===== src/rtl/grp_ring_addr_gen.sv =====
module grp_ring_addr_gen #(
  parameter int ADDR_W       = 40,
  parameter int DESC_BYTES   = 16,
  parameter int TX_RINGS     = 7,
  parameter int RX_RINGS     = 2,
  parameter int TX_GRP_SPLIT = 4
) (
  input  logic              clk,
  input  logic              rst_n,
  input  logic              reg_we,
  input  logic              reg_re,
  input  logic [5:0]        reg_addr,
  input  logic [31:0]       reg_wdata,
  output logic [31:0]       reg_rdata,
  output logic              reg_err,
  input  logic              req_valid,
  input  logic              req_rx,
  input  logic [3:0]        req_chan,
  input  logic [11:0]       req_idx,
  input  logic              req_adv_wp,
  input  logic              req_adv_rp,
  output logic              rsp_valid,
  output logic              rsp_err,
  output logic [ADDR_W-1:0] rsp_addr,
  output logic [11:0]       rsp_wp,
  output logic [11:0]       rsp_rp,
  output logic              warn
);
  localparam int HI_W  = ADDR_W - 32;
  localparam int NR    = TX_RINGS + RX_RINGS;
  localparam int RW    = $clog2(NR);
  localparam int IDX_W = 12;
  localparam int SZ_W  = IDX_W + 1;
  localparam logic [31:0] TX_KEEP = 32'h0000_5FF7;
  localparam logic [31:0] RX_KEEP = 32'h0000_0FF7;
  localparam logic [31:0] HI_KEEP = 32'((64'd1 << HI_W) - 64'd1);

  function automatic logic [SZ_W-1:0] ring_size(input logic [2:0] code);
    ring_size = (code == 3'd0) ? '0 : SZ_W'(1) << (32'(code) + 5);
  endfunction

  logic [ADDR_W-1:0]          base_q [3];
  logic [2:0]                 sz_q   [NR];
  logic [8:0]                 off_q  [NR];
  logic [NR-1:0]              flag_q;
  logic [NR-1:0][IDX_W-1:0]   wp_q, rp_q;

  // register port decode
  logic          acc, a_base, a_tx, a_rx, a_hit, bad_wr;
  logic [1:0]    a_grp;
  logic [RW-1:0] a_ring;
  logic [31:0]   rd_val;

  assign acc    = reg_we | reg_re;
  assign a_base = reg_addr < 6'd6;
  assign a_grp  = reg_addr[2:1];
  assign a_tx   = reg_addr[5:4] == 2'b01 && !reg_addr[0] && 32'(reg_addr[3:1]) < TX_RINGS;
  assign a_rx   = reg_addr[5:4] == 2'b10 && 32'(reg_addr[3:0]) < RX_RINGS;
  assign a_hit  = a_base | a_tx | a_rx;
  assign a_ring = a_tx ? RW'(reg_addr[3:1]) :
                  a_rx ? RW'(TX_RINGS + 32'(reg_addr[3:0])) : '0;

  always_comb begin
    rd_val = '0;
    bad_wr = 1'b0;
    if (a_base && !reg_addr[0]) begin
      rd_val = {base_q[a_grp][31:3], 3'b000};
      bad_wr = |reg_wdata[2:0];
    end else if (a_base) begin
      rd_val = 32'(base_q[a_grp][ADDR_W-1:32]);
      bad_wr = |(reg_wdata & ~HI_KEEP);
    end else if (a_tx) begin
      rd_val = 32'({flag_q[a_ring], 1'b0, off_q[a_ring], 1'b0, sz_q[a_ring]});
      bad_wr = |(reg_wdata & ~TX_KEEP);
    end else if (a_rx) begin
      rd_val = 32'({off_q[a_ring][7:0], 1'b0, sz_q[a_ring]});
      bad_wr = |(reg_wdata & ~RX_KEEP);
    end
  end

  // request decode
  logic              q_ok, q_err;
  logic [RW-1:0]     q_ring;
  logic [1:0]        q_grp;
  logic [SZ_W-1:0]   q_size;
  logic [IDX_W-1:0]  q_mask, q_wp_nx, q_rp_nx;
  logic [ADDR_W-1:0] q_addr;

  assign q_ok    = req_rx ? 32'(req_chan) < RX_RINGS
                          : (!req_chan[0] && 32'(req_chan[3:1]) < TX_RINGS);
  assign q_ring  = !q_ok  ? '0 :
                   req_rx ? RW'(TX_RINGS + 32'(req_chan)) : RW'(req_chan[3:1]);
  assign q_grp   = req_rx ? 2'd2 : (32'(req_chan[3:1]) < TX_GRP_SPLIT) ? 2'd0 : 2'd1;
  assign q_size  = ring_size(sz_q[q_ring]);
  assign q_mask  = IDX_W'(q_size - SZ_W'(1));
  assign q_err   = !q_ok || q_size == '0 || {1'b0, req_idx} >= q_size;
  assign q_addr  = base_q[q_grp] + (ADDR_W'(off_q[q_ring]) << 9)
                 + ADDR_W'(req_idx) * ADDR_W'(DESC_BYTES);
  assign q_wp_nx = req_adv_wp ? (wp_q[q_ring] + 1'b1) & q_mask : wp_q[q_ring];
  assign q_rp_nx = req_adv_rp ? (rp_q[q_ring] + 1'b1) & q_mask : rp_q[q_ring];

  always_ff @(posedge clk or negedge rst_n) begin
    if (!rst_n) begin
      for (int g = 0; g < 3; g++) base_q[g] <= '0;
      for (int r = 0; r < NR; r++) begin
        sz_q[r]  <= '0;
        off_q[r] <= '0;
      end
      flag_q    <= '0;
      wp_q      <= '0;
      rp_q      <= '0;
      warn      <= 1'b0;
      reg_rdata <= '0;
      reg_err   <= 1'b0;
      rsp_valid <= 1'b0;
      rsp_err   <= 1'b0;
      rsp_addr  <= '0;
      rsp_wp    <= '0;
      rsp_rp    <= '0;
    end else begin
      reg_rdata <= (reg_re && a_hit) ? rd_val : '0;
      reg_err   <= acc && !a_hit;
      warn      <= warn | (reg_we & a_hit & bad_wr);
      rsp_valid <= req_valid;
      rsp_err   <= req_valid && q_err;
      rsp_addr  <= (req_valid && !q_err) ? q_addr  : '0;
      rsp_wp    <= (req_valid && !q_err) ? q_wp_nx : '0;
      rsp_rp    <= (req_valid && !q_err) ? q_rp_nx : '0;
      if (req_valid && !q_err) begin
        wp_q[q_ring] <= q_wp_nx;
        rp_q[q_ring] <= q_rp_nx;
      end
      if (reg_we && a_base && !reg_addr[0]) base_q[a_grp][31:3] <= reg_wdata[31:3];
      if (reg_we && a_base && reg_addr[0])  base_q[a_grp][ADDR_W-1:32] <= reg_wdata[HI_W-1:0];
      if (reg_we && (a_tx || a_rx)) begin
        sz_q[a_ring]  <= reg_wdata[2:0];
        off_q[a_ring] <= a_tx ? reg_wdata[12:4] : {1'b0, reg_wdata[11:4]};
        wp_q[a_ring]  <= '0;
        rp_q[a_ring]  <= '0;
      end
      if (reg_we && a_tx) flag_q[a_ring] <= reg_wdata[14];
    end
  end


  warn_sticky_chk: assert property (@(posedge clk) disable iff (!rst_n) warn |=> warn);


  rsp_follow_chk: assert property (@(posedge clk) disable iff (!rst_n)
    req_valid |=> rsp_valid);


  reg_err_cause_chk: assert property (@(posedge clk) disable iff (!rst_n)
    reg_err |-> $past(acc));


  err_keeps_ptr_chk: assert property (@(posedge clk) disable iff (!rst_n)
    (rsp_err && !$past(reg_we)) |-> ($stable(wp_q) && $stable(rp_q)));

  for (genvar i = 0; i < NR; i++) begin : g_bound

    ptr_bound_chk: assert property (@(posedge clk) disable iff (!rst_n)
      (SZ_W'(wp_q[i]) < ring_size(sz_q[i]) && SZ_W'(rp_q[i]) < ring_size(sz_q[i]))
      || (sz_q[i] == 3'd0 && wp_q[i] == '0 && rp_q[i] == '0));
  end
endmodule


===== config.mk =====
export PLATFORM = sky130hd
export DESIGN_NAME = grp_ring_addr_gen
export DESIGN_NICKNAME = d
export VERILOG_FILES = /design/src/rtl/grp_ring_addr_gen.sv
export SDC_FILE = /design/constraint.sdc
export NUM_CORES = 1
export LEC_CHECK = 0
export ABC_AREA = 0
export BUFFER_PORTS_ARGS = -buffer_cell sky130_fd_sc_hd__buf_4
export CAP_MARGIN = 0
export CORE_MARGIN = 3
export CORE_UTILIZATION = 65
export DETAILED_ROUTE_END_ITERATION = 7
export PLACE_DENSITY = 0.84
export SETUP_SLACK_MARGIN = 0.4
export SLEW_MARGIN = 20
export SYNTH_ARGS = -nofsm -noshare
export SYNTH_HDL_FRONTEND = slang
export SYNTH_SLANG_ARGS = --single-unit

===== constraint.sdc =====
create_clock -name clk -period 11.6 [get_ports clk]
set_clock_uncertainty 0.2 [all_clocks]
set_input_delay 2.32 -clock clk [delete_from_list [all_inputs] [get_ports clk]]
set_output_delay 2.32 -clock clk [all_outputs]
set_load 0.05 [all_outputs]

== Yosys cells after proc, flatten, opt, wreduce, memory -nomap -nowiden ==
Cells that the tools add are included.
Storage, ports and cells
  flip-flop bits (word level): 553
  output and inout bits: 100
  word-level logic and storage cells: 197
Cells by class
  $add $sub $neg: 8
  order comparisons: 17
  eq/ne operators: 2
  shift-type cells: 1
  multiplexer cells: 74
  bitwise operators: 15
  reductions and logical operators: 32
Operators with widths (number)
  108-bit 2-to-1 mux: 4
  120-bit bitwise mux: 2
  120-bit 2-to-1 mux: 2
  40-bit 2-to-1 mux: 6
  108-bit bitwise AND: 2
  108-bit bitwise mux: 2
  40-bit binary-select mux with 2-bit select: 2
  40-bit demux with 2-bit select: 2
  12-bit 2-to-1 mux: 9
  108-bit inverter: 1
  12-bit binary-select mux with 4-bit select: 2
  12-bit demux with 4-bit select: 2
  32-bit 2-to-1 mux: 3
  81-bit bitwise mux: 1
  9-bit binary-select mux with 4-bit select: 2
  9-bit 2-to-1 mux: 6
  40-bit by 16-bit adder with 40-bit output: 1
  40-bit by 18-bit adder with 40-bit output: 1
  9-bit demux with 4-bit select: 1
  15-bit 2-to-1 mux: 2
  27-bit bitwise mux: 1
  12-bit by 1-bit adder with 12-bit output, second input constant: 2
  12-bit bitwise AND: 2
  3-bit binary-select mux with 4-bit select: 2
  other kinds (38): 89

== Logic depth before layout (Yosys ltp) ==
  depth after elaboration: 19
  depth in mapped cells: 30

== Least setup slack after synthesis ==
OpenSTA, ideal clock, no wires.
  path kind: input to register
  from: in req_chan[1]
  to: reg rsp_addr[28]
  data arrival time: 8203 ps
  required time: 11268 ps
  setup slack: 3065 ps
  stages: 26
  buffers on the path: 9
  cell sequence: buf_2 -> buf_1 -> clkbuf_1 -> inv_1 -> ha_1 -> and4bb_2 -> o21ai_4 -> buf_2 -> buf_2 -> buf_2 -> clkbuf_1 -> buf_1 -> o22ai_1 -> o32a_1 -> fa_1 -> inv_1 -> ha_1 -> a2111oi_0 -> nor2_1 -> o41ai_1 -> o21ai_0 -> o41a_1 -> clkbuf_1 -> nand4_1 -> xor2_1 -> nor2_1
On the way
  longest elaborated chain between the ends: 17
RTL lines
  start: declaration: RTL line 18  | input logic [3:0] req_chan,
  branches (longest 16 deep; another with 40-bit by 18-bit adder with 40-bit output)
  40-bit 2-to-1 mux (*): RTL line 126  | rsp_addr <= (req_valid && !q_err) ? q_addr : '0;
  end signal: assignment: RTL line 126
  end: declaration: RTL line 24  | output logic [ADDR_W-1:0] rsp_addr,
Mark *: on every way between the ends. The select of a mux whose other input is x is not followed.
A chain may end at the register's enable or synchronous reset.

== Final worst setup path ==
  from: in req_chan[1]
  to: reg rp_q[30] (netlist bit)
On the way
  longest elaborated chain between the ends: 19
RTL lines
  branches (longest 16 deep; another with 12-bit by 1-bit subtractor with 12-bit output)
  108-bit 2-to-1 mux (*): RTL line 129  | if (req_valid && !q_err) begin
  108-bit bitwise AND (no source line)
  108-bit 2-to-1 mux (*): RTL line 135  | if (reg_we && (a_tx || a_rx)) begin
  end signal: indexed assignment: RTL line 131  | rp_q[q_ring] <= q_rp_nx;
  end: declaration: RTL line 46  | logic [NR-1:0][IDX_W-1:0] wp_q, rp_q;
Marks and branches as above.

==> results_tabular.tex <==
\begin{tabular}{lr}
\hline
Metric & Value \\
\hline
\multicolumn{2}{l}{\textbf{Setup path}} \\
Crit path required time & 11910 ps \\
Slowest library cell on the worst path & sky130\_fd\_sc\_hd\_\_o21ai\_0 \\
Library cell appearing most often on the critical path & sky130\_fd\_sc\_hd\_\_o21ai\_0 \\
Crit end category & flip-flop \\
CP Class & in -> reg \\
Worst-path maximum fanout & 37 \\
Critical path arrival & 9120 ps \\
Worst setup SP type & input port \\
Cells traversed along the worst timing path & buf\_4 > inv\_1 > ha\_1 > nor4b\_1 > o21ai\_4 > buf\_4 > o221ai\_1 > o21ai\_0 > o21ai\_0 > nand3\_1 > ha\_1 > nor4b\_1 > a211oi\_1 > o21ai\_0 > o22ai\_1 > a221oi\_2 > o32a\_2 > or2\_1 > nor2\_8 > nand2\_1 > o22ai\_1 \\
Worst stage delay on the critical path & 850 ps \\
\multicolumn{2}{l}{\textbf{Floorplanning}} \\
Die footprint & 0.04511 mm2 \\
Core box area & 0.04148 mm2 \\
Starting density of the core & 66.74\% \\
Vertical extent of the die & 212.4 um \\
Die Width & 212.4 um \\
Row cnt & 74 \\
I/O pin count & 162 \\
\multicolumn{2}{l}{\textbf{Synthesis}} \\
Count of flip-flops with a built-in enable after synthesis & 0 \\
Netlist Area Pre-Place & 0.02769 mm2 \\
Number of standard cells after synthesis & 2990 \\
Post-synthesis average cell area & 9.259 um2 \\
Sequential element share of the synthesized area & 48.81\% \\
Ys Warns & 0 \\
Total of flip-flops plus latches after synthesis & 540 \\
Yosys cell types & 90 \\
Fraction of registers with async set/reset & 100.0\% \\
Dominant register cell in the synthesized netlist & sky130\_fd\_sc\_hd\_\_dfrtp\_1 \\
\multicolumn{2}{l}{\textbf{CTS}} \\
Deepest clock path buffer count & 3 \\
CTS HTree Levels & 2 \\
CTS tree & done \\
Worst-Skew Late Latency & 620 ps \\
Clock transition at path regs & 70 ps \\
TritonCTS buffer count & 55 \\
Cells resized by post-CTS repair & 0 \\
Root buffer cell & sky130\_fd\_sc\_hd\_\_clkbuf\_16 \\
Clock sinks & 540 \\
Post-CTS Setup Bufs & 0 \\
Number of hold buffers added after cts & 0 \\
\multicolumn{2}{l}{\textbf{GRT}} \\
Pin count of the biggest net entering global routing & 190 \\
Vias in the first global route & 24409 \\
Initial antenna violation count & 2 \\
Total overflow reported by the global router & 0 \\
All-Layer GR Usage & 40.47\% \\
First-pass GRT wire length & 140700 um \\
\multicolumn{2}{l}{\textbf{Detailed routing}} \\
Count of antenna-violating nets left after detailed routing & 0 \\
Total length of routed wires & 92200 um \\
Routed via count divided by cell count & 6.923 \\
Detailed-routing iteration count for the pre-antenna-repair pass & 7 \\
Drt wl/cell & 25.46 um \\
Routed via count & 25068 \\
Drt first-iter violations & 3990 \\
Final routed DRC violation total & 0 \\
\multicolumn{2}{l}{\textbf{Power}} \\
VDD IR max & 0.1399 mV \\
Combinational power share & 21.9\% \\
Relative contribution of sequential cells to total power & 42.1\% \\
Clock network power share & 36.0\% \\
Net switching component of the power & 1728 uW \\
Power Dens Cells & 176.1 mW/mm2 \\
Sw Ratio & 31.51\% \\
Leakage & 0.01456 uW \\
Cell Int Power & 3756 uW \\
\multicolumn{2}{l}{\textbf{Timing}} \\
Unrepaired setup endpoints after global routing & false \\
Shortest clock period the worst path allows after layout & 8812 ps \\
Total Negative Setup Slacks & 0 ps \\
Worst-case headroom to the max-slew limit & 16.98\% \\
Final-report hold violation count & 0 \\
Total of endpoints with negative setup slack in the final report & 0 \\
Highest Clock Rate & 113.5 MHz \\
Number of slew-limit violations in the final report & 0 \\
WHS & 187.5 ps \\
Final critical-path share of the clock period & 75.96\% \\
Worst Tran Pin Value & 1240 ps \\
\multicolumn{2}{l}{\textbf{Place}} \\
Final estimated routing congestion in global placement & 0.9550 \\
Number of buffers added on ports & 158 \\
HPWL after DPL & 57650 um \\
\multicolumn{2}{l}{\textbf{Flow run}} \\
Number of maximum-capacitance violations & 0 \\
\multicolumn{2}{l}{\textbf{Layout}} \\
Final nets & 3146 \\
Post-synthesis to final-layout area growth & 12.47\% \\
Fraction of final layout cells sized beyond drive strength 1 & 16.71\% \\
Fill cell total of the finished layout & 2861 \\
\multicolumn{2}{l}{\textbf{Worst hold path}} \\
Hold Path Class & reg -> reg \\
\multicolumn{2}{l}{\textbf{Run status}} \\
Status & finished clean \\
\hline
\end{tabular}
-- cell usage in the layout, fill, tap and decap left out, types with 9 or more instances in the layout --
cell type,synthesis,final
sky130_fd_sc_hd__clkbuf_8,0,13
sky130_fd_sc_hd__nand4_1,9,9
sky130_fd_sc_hd__buf_4,22,212
sky130_fd_sc_hd__a221oi_1,15,15
sky130_fd_sc_hd__o221a_2,20,20
sky130_fd_sc_hd__nand3_1,90,90
sky130_fd_sc_hd__o22ai_1,86,86
sky130_fd_sc_hd__clkbuf_16,0,57
sky130_fd_sc_hd__and2_1,9,9
sky130_fd_sc_hd__and3_1,10,10
sky130_fd_sc_hd__o21ai_0,105,105
sky130_fd_sc_hd__a211oi_1,119,119
sky130_fd_sc_hd__nand2_1,567,567
sky130_fd_sc_hd__bufinv_16,0,9
sky130_fd_sc_hd__dfrtp_1,540,540
sky130_fd_sc_hd__clkinv_2,0,10
sky130_fd_sc_hd__or4_1,12,12
sky130_fd_sc_hd__mux2i_1,83,83
sky130_fd_sc_hd__xor2_1,17,17
sky130_fd_sc_hd__nor2_1,388,381
sky130_fd_sc_hd__o221ai_1,40,40
sky130_fd_sc_hd__xnor2_1,26,26
sky130_fd_sc_hd__a21oi_1,116,116
sky130_fd_sc_hd__inv_1,47,47
sky130_fd_sc_hd__a31oi_1,15,15
sky130_fd_sc_hd__nor4_1,16,15
sky130_fd_sc_hd__nor3_1,80,78
sky130_fd_sc_hd__a22oi_1,10,9
sky130_fd_sc_hd__nor2b_1,15,14
sky130_fd_sc_hd__ha_1,34,34
sky130_fd_sc_hd__mux2_2,124,124
-- cells in the mapped netlist, types with 20 or more instances --
cell                         n  area (um2)
sky130_fd_sc_hd__a211oi_1  119       893.4
sky130_fd_sc_hd__a21oi_1   116       580.6
sky130_fd_sc_hd__buf_1      35       131.4
sky130_fd_sc_hd__buf_2      46       230.2
sky130_fd_sc_hd__buf_4      22       165.2
sky130_fd_sc_hd__clkbuf_1  118       442.9
sky130_fd_sc_hd__dfrtp_1   540       13510
sky130_fd_sc_hd__ha_1       34       425.4
sky130_fd_sc_hd__inv_1      47       176.4
sky130_fd_sc_hd__mux2_2    124        1396
sky130_fd_sc_hd__mux2i_1    83       830.8
sky130_fd_sc_hd__nand2_1   567        2128
sky130_fd_sc_hd__nand3_1    90       450.4
sky130_fd_sc_hd__nor2_1    388        1456
sky130_fd_sc_hd__nor3_1     80       400.4
sky130_fd_sc_hd__o21ai_0   105       525.5
sky130_fd_sc_hd__o221a_2    20       225.2
sky130_fd_sc_hd__o221ai_1   40       350.3
sky130_fd_sc_hd__o22ai_1    86       538.0
sky130_fd_sc_hd__xnor2_1    26       227.7
-- metal layers --
layer  up-vias  share of wire [%]  global-route usage, %
met5         -              0.013                      0
met4         2                5.6                  20.33
met3       430                 14                  12.78
met2      1977                 43                  59.65
met1     12040                 37                  54.53
li1      10619                  -                      -
-- per-stage QoR --
| step | setup WS [ps] | area [um2] | instances | utilization [%] | power, uW |
|---|---|---|---|---|---|
| 2_1_floorplan | 3065 | 27710 | 2996 | - | 3101 |
| 3_3_place_gp | 2564 | 29100 | 3517 | 70.16 | 3429 |
| 3_5_place_dp | 2223 | 29100 | 3517 | 70.16 | 3482 |
| 4_1_cts | 2828 | 31130 | 3620 | 75.04 | 5444 |
| 5_1_grt | 2446 | 31130 | 3620 | 75.06 | 5685 |
| 6_report | 2788 | 31140 | 3621 | 75.07 | 5484 |
-- cell families (layout without fill, tap and decap cells) --
| kind of cell | Yosys count | count (layout) | synth area share [%] |
|---|---|---|---|
| AOI/OAI and AO/OA | 622 | 622 | 15.34 |
| xor gates and xnor gates | 45 | 45 | 1.478 |
| adders and majority gates | 42 | 42 | 2.115 |
| buffers and inverters | 275 | 367 | 4.393 |
| DFF | 540 | 540 | 48.81 |
| muxes | 207 | 207 | 8.044 |
| other | 2 | 9 | 0.02713 |
| and+or+nand+nor | 1257 | 1257 | 19.79 |
-- power by group through the flow --
stage / Clock, uW / Sequential (uW) / Combinational, uW
global placement: 0 / 2310 / 1120
CTS: 1980 / 2300 / 1170
global route: 2060 / 2330 / 1300
detailed placement: 0 / 2320 / 1160
finish: 1980 / 2310 / 1200
floorplan: 0 / 2330 / 775
-- critical path: cells and delay by family --
kind | cells | cell delay [ps]
AOI/OAI and AO/OA | 10 | 2810
and+or+nand+nor | 6 | 2370
adders and majority gates | 2 | 750
buffers and inverters | 3 | 810
-- state kept, by name, indices dropped and copies added, names as in the netlist, 8 cells and up --
signal and count:
sz_q 27, flag_q 8, wp_q 108, rsp_rp 12, reg_rdata 32, rsp_wp 12
base_q 111, rp_q 108, rsp_addr 37, off_q 81
-- cell type report --
| cell class | instances | area (um2) | area share, % |
|---|---|---|---|
| inverters | 48 | 180.2 | 0.5786 |
| diodes | 1 | 2.502 | 0.008037 |
| multi-input cells | 2181 | 13090 | 42.05 |
| well taps | 532 | 665.6 | 2.138 |
| clock inverters | 30 | 409.1 | 1.314 |
| flip-flops and latches | 540 | 13510 | 43.40 |
| repair buffers | 216 | 1658 | 5.324 |
| clock buffers | 73 | 1617 | 5.192 |
-- path summary, 6_finish.rpt --
| check | slack [ps] | cells past startpoint | startpoint | end |
|---|---|---|---|---|
| max in group asynchronous | 8160 | 2 | rst_n | base_q[102] |
| min in group asynchronous | 1530 | 1 | rst_n | rsp_wp[4] |
| hold reg to reg | 190 | 0 | flag_q[7] | flag_q[7] |
| hold / removal | 190 | 0 | flag_q[7] | flag_q[7] |
| setup reg to reg | 5910 | 17 | sz_q[19] | rp_q[30] |
| setup / recovery | 2790 | 21 | req_chan[1] | rp_q[30] |
No activity file was read; power rests on OpenSTA's default activity.
